## src/rtl/xs32_pkg.sv

```systemverilog
package xs32_pkg;
    localparam int WORD_W = 32;
    typedef logic [WORD_W-1:0] word_t;

    typedef enum logic {
        SLOT_EMPTY = 1'b0,
        SLOT_FULL  = 1'b1
    } slot_e;

    function automatic word_t rotl(input word_t x, input int unsigned n);
        return (x << n) | (x >> (WORD_W - n));
    endfunction
endpackage

```

## src/rtl/xs32_state.sv

```systemverilog
module xs32_state
    import xs32_pkg::*;
#(
    parameter int SH_A = 13,
    parameter int SH_B = 17,
    parameter int SH_C = 5
) (
    input  logic  clk,
    input  logic  rst_n,
    input  logic  load,
    input  word_t seed,
    input  logic  step,
    output word_t cur,
    output word_t nxt
);
    localparam word_t ONE = word_t'(1);

    word_t stage_a;
    word_t stage_b;

    always_comb begin
        stage_a = cur ^ (cur << SH_A);
        stage_b = stage_a ^ (stage_a >> SH_B);
        nxt     = stage_b ^ (stage_b << SH_C);
    end

    always_ff @(posedge clk) begin
        if (!rst_n) begin
            cur <= ONE;
        end else if (load) begin
            cur <= (seed == '0) ? ONE : seed;
        end else if (step) begin
            cur <= nxt;
        end
    end
endmodule

```

## src/rtl/xs32_mix_front.sv

```systemverilog
module xs32_mix_front
    import xs32_pkg::*;
#(
    parameter int ROT_A = 18
) (
    input  logic  clk,
    input  logic  rst_n,
    input  logic  take,
    input  word_t t_in,
    input  word_t s_in,
    output slot_e slot_q,
    output word_t t1_q,
    output word_t s_q
);
    word_t t1_d;
    slot_e slot_d;

    always_comb begin
        t1_d   = t_in + rotl(t_in, ROT_A);
        slot_d = take ? SLOT_FULL : SLOT_EMPTY;
    end

    always_ff @(posedge clk) begin
        if (!rst_n) begin
            slot_q <= SLOT_EMPTY;
        end else begin
            slot_q <= slot_d;
        end
    end

    always_ff @(posedge clk) begin
        if (!rst_n) begin
            t1_q <= '0;
            s_q  <= '0;
        end else if (take) begin
            t1_q <= t1_d;
            s_q  <= s_in;
        end
    end
endmodule

```

## src/rtl/xs32_mix_back.sv

```systemverilog
module xs32_mix_back
    import xs32_pkg::*;
#(
    parameter int ROT_B = 7,
    parameter int ROT_C = 11
) (
    input  logic  clk,
    input  logic  rst_n,
    input  slot_e slot_in,
    input  word_t t1,
    input  word_t s,
    output logic  valid,
    output word_t out_q
);
    word_t t2;
    slot_e slot_q;

    always_comb begin
        t2 = t1 + (rotl(t1, ROT_B) ^ rotl(t1, ROT_C));
    end

    always_ff @(posedge clk) begin
        if (!rst_n) begin
            slot_q <= SLOT_EMPTY;
        end else begin
            unique case (slot_in)
                SLOT_FULL:  slot_q <= SLOT_FULL;
                SLOT_EMPTY: slot_q <= SLOT_EMPTY;
            endcase
        end
    end

    always_ff @(posedge clk) begin
        if (!rst_n) begin
            out_q <= '0;
        end else if (slot_in == SLOT_FULL) begin
            out_q <= t2 ^ s;
        end
    end

    assign valid = (slot_q == SLOT_FULL);
endmodule

```

## src/rtl/xs32_hash_rng.sv

```systemverilog
module xs32_hash_rng
    import xs32_pkg::*;
#(
    parameter int SH_A  = 13,
    parameter int SH_B  = 17,
    parameter int SH_C  = 5,
    parameter int ROT_A = 18,
    parameter int ROT_B = 7,
    parameter int ROT_C = 11
) (
    input  logic        clk,
    input  logic        rst_n,
    input  logic        seed_load,
    input  logic [31:0] seed_value,
    input  logic        req,
    output logic [31:0] rnd_out,
    output logic        rnd_valid
);
    logic  take;
    word_t state_cur;
    word_t state_nxt;
    slot_e front_slot;
    word_t front_t1;
    word_t front_s;

    assign take = req && !seed_load;

    xs32_state #(.SH_A(SH_A), .SH_B(SH_B), .SH_C(SH_C)) u_state (
        .clk  (clk),
        .rst_n(rst_n),
        .load (seed_load),
        .seed (seed_value),
        .step (take),
        .cur  (state_cur),
        .nxt  (state_nxt)
    );

    xs32_mix_front #(.ROT_A(ROT_A)) u_front (
        .clk   (clk),
        .rst_n (rst_n),
        .take  (take),
        .t_in  (state_cur),
        .s_in  (state_nxt),
        .slot_q(front_slot),
        .t1_q  (front_t1),
        .s_q   (front_s)
    );

    xs32_mix_back #(.ROT_B(ROT_B), .ROT_C(ROT_C)) u_back (
        .clk    (clk),
        .rst_n  (rst_n),
        .slot_in(front_slot),
        .t1     (front_t1),
        .s      (front_s),
        .valid  (rnd_valid),
        .out_q  (rnd_out)
    );
endmodule

```

## config.mk

```make
export PLATFORM = sky130hd
export DESIGN_NAME = xs32_hash_rng
export DESIGN_NICKNAME = d
export VERILOG_FILES = /design/src/rtl/xs32_pkg.sv /design/src/rtl/xs32_state.sv /design/src/rtl/xs32_mix_front.sv /design/src/rtl/xs32_mix_back.sv /design/src/rtl/xs32_hash_rng.sv
export SDC_FILE = /design/constraint.sdc
export NUM_CORES = 1
export LEC_CHECK = 0
export ABC_AREA = 1
export BUFFER_PORTS_ARGS = -buffer_cell sky130_fd_sc_hd__buf_2
export CORE_MARGIN = 4
export CORE_UTILIZATION = 47
export DETAILED_ROUTE_END_ITERATION = 10
export GPL_TIMING_DRIVEN = 0
export SLEW_MARGIN = 20
export SYNTH_ARGS = -nofsm -noshare
export SYNTH_HDL_FRONTEND = slang
export SYNTH_SLANG_ARGS = --single-unit
```

## constraint.sdc

```tcl
create_clock -name clk -period 2.7 [get_ports clk]
set_input_delay 0.27 -clock clk [delete_from_list [all_inputs] [get_ports clk]]
set_output_delay 0.27 -clock clk [all_outputs]
set_load 0.02 [all_outputs]
```

==> results.txt, run 1 <==
Synth Warn #: 0
Metal3 WL: 1.73 mm
Clock network latency to the later pin of the worst-skew pair: 0.43 ns
Tot Pwr: 7300 µW
Critical path's slowest cell: dfxtp_2
F_max: 0.398 GHz
DRT Pass-1 Iters: 5
Post-synthesis sequential element count: 130
Ratio of cells with drive above 1 in the final layout: 6.55%
Syn Nets: 1898
Type of origin of the critical path: register
Starting density of the core: 47.6%
Design Area, Final: 12100 µm²
# diodes: 0
Io pins: 69
HPWL after detailed placement: 31.1 mm
Initial antenna violation count: 0
# port buffers: 67
Worst clock skew: 0.0154 ns
Vias in the first global route: 10193
Die Span X: 159 µm
Distinct cells, synth: 33
Crit Path Max Fanout: 4
Pwr Density: 605 nW/µm²
Slew Limit Headroom: 38.8%
Critical Path AT: 2.83 ns
Reg2reg path depth: 14
Setup slack, reg-to-reg: 0.19 ns
Worst-path clk slew: 0.07 ns
RSZ-0062 raised after global routing: false
Endpoints failing hold: 0
DR top layer: met4
Die footprint: 25400 µm²
Largest net degree at the start of global routing: 17
Hold depth: 3
CP dominant cell by count: nand3_1
Cts hold-fix bufs: 0
Cell area after placement: 11400 µm²
Pins Over Slew Limit: 0
Met1 Wirelength: 17.0 mm
Most frequent cells in the layout: nand2_1 (596), inv_1 (325), nor2_1 (179)
Total congestion overflow: 0
First-pass GRT wire length: 57.5 mm
CP Cell Sequence: xor2_2 -> ha_2 -> inv_1 -> fa_1 -> inv_1 -> nand3_1 -> nand3_1 -> nand3_1 -> nand3_2 -> nand2_1 -> nand3_1 -> nand2_1 -> nor2_1 -> nor2_1
Worst setup path endpoint: u_back.out_q[28]
Clock tree buffer depth: 2
Clk root buf: clkbuf_16
CP Capture Type: register
Leakage: 0.00703 µW
Max Cap Viol: 0
CTS tree: built
CTS sink count: 130
Remaining DRCs: 0
Non-filler cells in the finished layout: 2178
Via count: 10986
Setup Crit Path Kind: reg -> reg
PnR worst setup slack: 0.189 ns
Hold Path Class: in -> reg
Reg-to-reg critical path startpoint: u_front.t1_q[25]
Row count: 55
Die H: 159 µm
Setup-failing EPs final: 0
Commonest non-fill, non-tap cell in the layout: nand2_1
Core ar.: 22600 µm²
Largest incremental delay on the critical path: 0.42 ns
Fin crit share: 93.0%
Inst Count DP: 2146
Post-Route WL: 37.4 mm
Sequential-to-total area share from yosys stat: 24.2%
Final GP Congestion: 0.990
Synth Cell Area: 10700 µm²
WL per Instance: 17.2 µm
TritonCTS Buffers: 17
Vias per inst: 5.04
DR WL met2: 17.1 mm
ANT nets after route: 0
Layout Nets: 1984
Critical Path Source: u_front.t1_q[25]
Max VDD drop: 0.444 mV
Syn Inst Count: 1794
DP Worst Slack: -0.0419 ns
Critical path required time: 3.02 ns
Tot GR Track Use: 29.0%
# H-tree levels: 4
Iter 0 DRT Violations: 711
Fin crit period: 2.51 ns
Worst slew pin tran: 0.918 ns
Outcome: finished clean
Mapped Avg Cell Area: 5.99 µm²
P&R area growth vs syn: 12.2%
Worst r2r dst: u_back.out_q[28]
==> critical path: cells and delay by family, from the launching register on <==
family	cells	cell delay (ns)
XOR/XNOR	1	0.25
adder cells (fa/ha/maj)	2	0.67
buffers and inverters	2	0.18
flip-flops	1	0.42
AND/OR/NAND/NOR	9	0.91
==> power breakdown <==
group	internal (µW)	leakage (µW)	switching (µW)
registers	2100	0.00107	313
logic	880	0.00567	1580
clock network	1400	0.000284	1030
total	4370	0.00703	2930
==> area by class of cell <==
| class | instances | area [µm²] |
|---|---|---|
| Fill cell | 2431 | 10500 |
| Inverter | 326 | 1220 |
| Clock inverter | 14 | 169 |
| Multi-Input combinational cell | 1299 | 6780 |
| Tap cell | 285 | 357 |
| Timing Repair Buffer | 67 | 335 |
| Buffer | 39 | 159 |
| Clock buffer | 18 | 429 |
| Sequential cell | 130 | 2610 |
==> metrics by stage <==
stage                     hold slack (ns)  util, %  setup TNS [ns]
after floorplan                     0.405        -               0
after global placement              0.460     50.7         -0.0569
after detailed placement            0.464     50.7         -0.0521
after CTS                           0.103     53.4               0
after global routing                0.113     53.4               0
final                               0.114     53.4               0
==> worst min-delay path by stage <==
stage	from	end	slack (ns)
after global routing	seed_value[15]	u_state.cur[15]	0.11
after floorplan	seed_value[25]	u_state.cur[25]	0.40
after detailed placement	u_back.out_q[6]	u_back.out_q[6]	0.46
after CTS	seed_value[15]	u_state.cur[15]	0.10
after global placement	u_back.out_q[4]	u_back.out_q[4]	0.46
final	seed_value[12]	u_state.cur[12]	0.11
==> routing by layer <==
layer	vias to the layer above	GRT usage [%]
met5	-	0
met4	0	11.4
met3	83	3.62
met2	305	49.5
met1	4927	37.4
li1	5671	-
==> repair_timing <==
item                                    4_1_cts  5_1_grt
gates resized for setup                       1        5
buffers inserted                              0        0
endpoints found under the setup margin        2        8
==> Yosys cell counts, drive strengths merged <==
master	n	area, µm²
a21o	5	37.5
a21oi	100	500
a22oi	8	60.1
a31oi	6	37.5
and2	6	37.5
and3	1	6.26
buf	13	61.3
clkbuf	26	97.6
dfxtp	130	2600
fa	2	40.0
ha	66	826
inv	326	1220
nand2	596	2240
nand3	88	440
nand3b	3	22.5
nand4	7	43.8
nor2	180	683
nor3	10	50.1
nor4	6	37.5
o211ai	13	97.6
o21ai	53	265
o21bai	6	45.0
o221a	1	11.3
o221ai	2	17.5
or2	1	6.26
or2b	1	7.51
xnor2	41	397
xor2	97	857
==> registers in the layout, summed over array words and instances (netlist names) <==
register and count:
u_back.out_q 32, u_front.s_q 32, u_front.t1_q 32, u_state.cur 32
u_back.valid 1, u_front.slot_q 1
==> kinds of logic after synthesis <==
| family | count (synthesis) | synth area share [%] |
|---|---|---|
| AOI/OAI and AO/OA | 194 | 9.98 |
| xor gates and xnor gates | 138 | 11.7 |
| adders and majority gates | 68 | 8.05 |
| buffers and inverters | 365 | 12.9 |
| DFF | 130 | 24.2 |
| and+or+nand+nor | 899 | 33.2 |
Power figures use the tool's default switching activity.
==> inputs of run 2 (changes only) <==
--- a/config.mk
+++ b/config.mk
@@ -7,6 +7,7 @@
 export LEC_CHECK = 0
 export ABC_AREA = 1
 export BUFFER_PORTS_ARGS = -buffer_cell sky130_fd_sc_hd__buf_2
+export CORE_ASPECT_RATIO = 1.5
 export CORE_MARGIN = 4
 export CORE_UTILIZATION = 47
 export DETAILED_ROUTE_END_ITERATION = 10
==> results.txt, run 2 (same netlist as run 1, synthesis figures left out) <==
Leakage: 0.00701 µW (-0.24%)
Pins Over Slew Limit: 0 (unchanged)
Most frequent cells in the layout: nand2_1 (596), inv_1 (325), nor2_1 (179)
WL per Instance: 18.0 µm (+4.8%)
CTS tree: built
Setup Crit Path Kind: reg -> reg
Via count: 10899 (-0.79%)
Die H: 193 µm (+21%)
Total congestion overflow: 0 (unchanged)
Die Span X: 131 µm (-17%)
Worst-path clk slew: 0.06 ns (about the same)
Remaining DRCs: 0 (unchanged)
Design Area, Final: 12000 µm² (-0.30%)
# port buffers: 67 (unchanged)
RSZ-0062 raised after global routing: false
Worst slew pin tran: 0.917 ns (-0.00113 ns)
Max VDD drop: 0.441 mV (-0.51%)
Clk root buf: clkbuf_16
Slew Limit Headroom: 38.9% (+0.075 points)
Critical Path AT: 2.98 ns (+0.15 ns)
Largest net degree at the start of global routing: 17 (unchanged)
Tot Pwr: 7060 µW (-3.2%)
Commonest non-fill, non-tap cell in the layout: nand2_1
Fin crit share: 98.1% (+5.1 points)
Row count: 67 (+22%)
Final TNS setup: 0 ns (unchanged)
Fin crit period: 2.65 ns (+0.137 ns)
Final GP Congestion: 0.991 (about the same)
Iter 0 DRT Violations: 740 (+4.1%)
Type of origin of the critical path: register
Max Cap Viol: 0 (unchanged)
F_max: 0.378 GHz (-5.2%)
CP Capture Type: register
Hold Path Class: in -> reg
Tot GR Track Use: 30.2% (+1.2 points)
Layout Nets: 1984 (unchanged)
# diodes: 0 (unchanged)
Switching pwr: 2870 µW (-1.9%)
Vias in the first global route: 10369 (+1.7%)
Cell area after placement: 11400 µm² (about the same)
P&R area growth vs syn: 11.8%
HPWL after detailed placement: 33.1 mm (+6.3%)
Ratio of cells with drive above 1 in the final layout: 6.66% (+0.11 points)
Core ar.: 22500 µm² (-0.47%)
Pint: 4190 µW (-4.1%)
Largest incremental delay on the critical path: 0.55 ns (+0.13 ns)
Inst Count DP: 2137 (-0.42%)
CTS sink count: 130 (unchanged)
Comb pwr share: 34.9% (+1.2 points)
Initial antenna violation count: 0 (unchanged)
Outcome: finished clean
Die footprint: 25400 µm² (+0.20%)
# H-tree levels: 4 (unchanged)
Clk pwr share: 30.9% (-2.3 points)
Post-CTS setup buffer count: 0 (unchanged)
Post-Route WL: 39.0 mm (+4.4%)
TritonCTS Buffers: 17 (unchanged)
First-pass GRT wire length: 58.7 mm (+2.2%)
ANT nets after route: 0 (unchanged)
Critical path's slowest cell: dfxtp_1
Vias per inst: 5.02 (-0.38%)
Pwr Density: 588 nW/µm² (-3.0%)
Reg power frac: 34.3% (+1.3 points)
Crit Path Max Fanout: 4 (unchanged)
Sw frac: 40.6% (+0.55 points)
Worst clock skew: 0.0101 ns (-0.00537 ns)
Clock network latency to the later pin of the worst-skew pair: 0.43 ns (about the same)
Critical path required time: 3.03 ns (about the same)
Io pins: 69 (unchanged)
Clock tree buffer depth: 2 (unchanged)
Starting density of the core: 47.8% (+0.22 points)
DRT Pass-1 Iters: 5 (unchanged)
Non-filler cells in the finished layout: 2169 (-0.41%)
CP Cell Sequence: xor2_2 -> ha_1 -> nand2_1 -> inv_1 -> a21oi_1 -> nand2_1 -> nand2_1 -> nand2_1 -> nand2_1 -> nand2_1 -> nand2_1 -> nand3_1 -> nand2_1 -> inv_1
Endpoints failing hold: 0 (unchanged)
CP dominant cell by count: nand2_1
Setup-failing EPs final: 0 (unchanged)
[run 2: through the flow]
step           hold slack, ns  util [%]  worst slack (ns)
3_3_place_gp            0.463      50.9          0.000787
6_report               0.0920      53.5            0.0523
5_1_grt                 0.105      53.5           0.00782
4_1_cts                0.0941      53.3           0.00797
3_5_place_dp            0.463      50.9            0.0172
2_1_floorplan           0.405         -             0.662
[run 2: path summary, 6_finish.rpt]
kind | endpoint | startpoint | cells past startpoint | slack (ns)
setup / recovery | u_back.out_q[31] | u_front.t1_q[30] | 14 | 0.05
hold / removal | u_state.cur[25] | seed_value[25] | 3 | 0.09
setup reg to reg | u_back.out_q[31] | u_front.t1_q[30] | 14 | 0.05
hold reg to reg | u_back.out_q[9] | u_back.out_q[9] | 2 | 0.48
[run 2: layer usage]
| layer | global-route usage [%] | up-vias | part of all wire [%] |
|---|---|---|---|
| li1 | - | 5682 | - |
| met1 | 32.2 | 4797 | 39 |
| met2 | 55.9 | 297 | 51 |
| met3 | 3.14 | 123 | 3.0 |
| met4 | 19.6 | 0 | 7.4 |
| met5 | 0 | - | 0 |
[run 2: area by class of cell]
type | instances | area (µm²)
buffer | 39 | 159
clock buffer | 19 | 443
clock inverter | 13 | 101
fill | 2452 | 10400
inverter | 326 | 1220
multi-input combinational | 1299 | 6810
sequential | 130 | 2610
tap | 276 | 345
timing repair buffer | 67 | 335
[run 2: power by group through the flow]
| stage | Combinational, µW | Clock, µW | Sequential (µW) |
|---|---|---|---|
| 6_report | 2460 | 2180 | 2420 |
| 5_1_grt | 2740 | 2290 | 2420 |
| 4_1_cts | 2450 | 2200 | 2410 |
| 3_5_place_dp | 2430 | 0 | 2450 |
| 3_3_place_gp | 2420 | 0 | 2450 |
| 2_1_floorplan | 1730 | 0 | 2330 |
[run 2: timing repair]
action                                  in CTS  in global routing
hold buffers                                 0                  0
endpoints found under the setup margin       0                 13
gates resized for setup                      0                 10
[run 2: worst max-delay path, delay by kind of cell, from the launching register on]
kind | cells | cell delay (ns)
simple gates | 9 | 1.11
flops | 1 | 0.55
fa+ha+maj | 1 | 0.35
xor+xnor | 1 | 0.28
compound gates | 1 | 0.15
buf+inv | 2 | 0.11
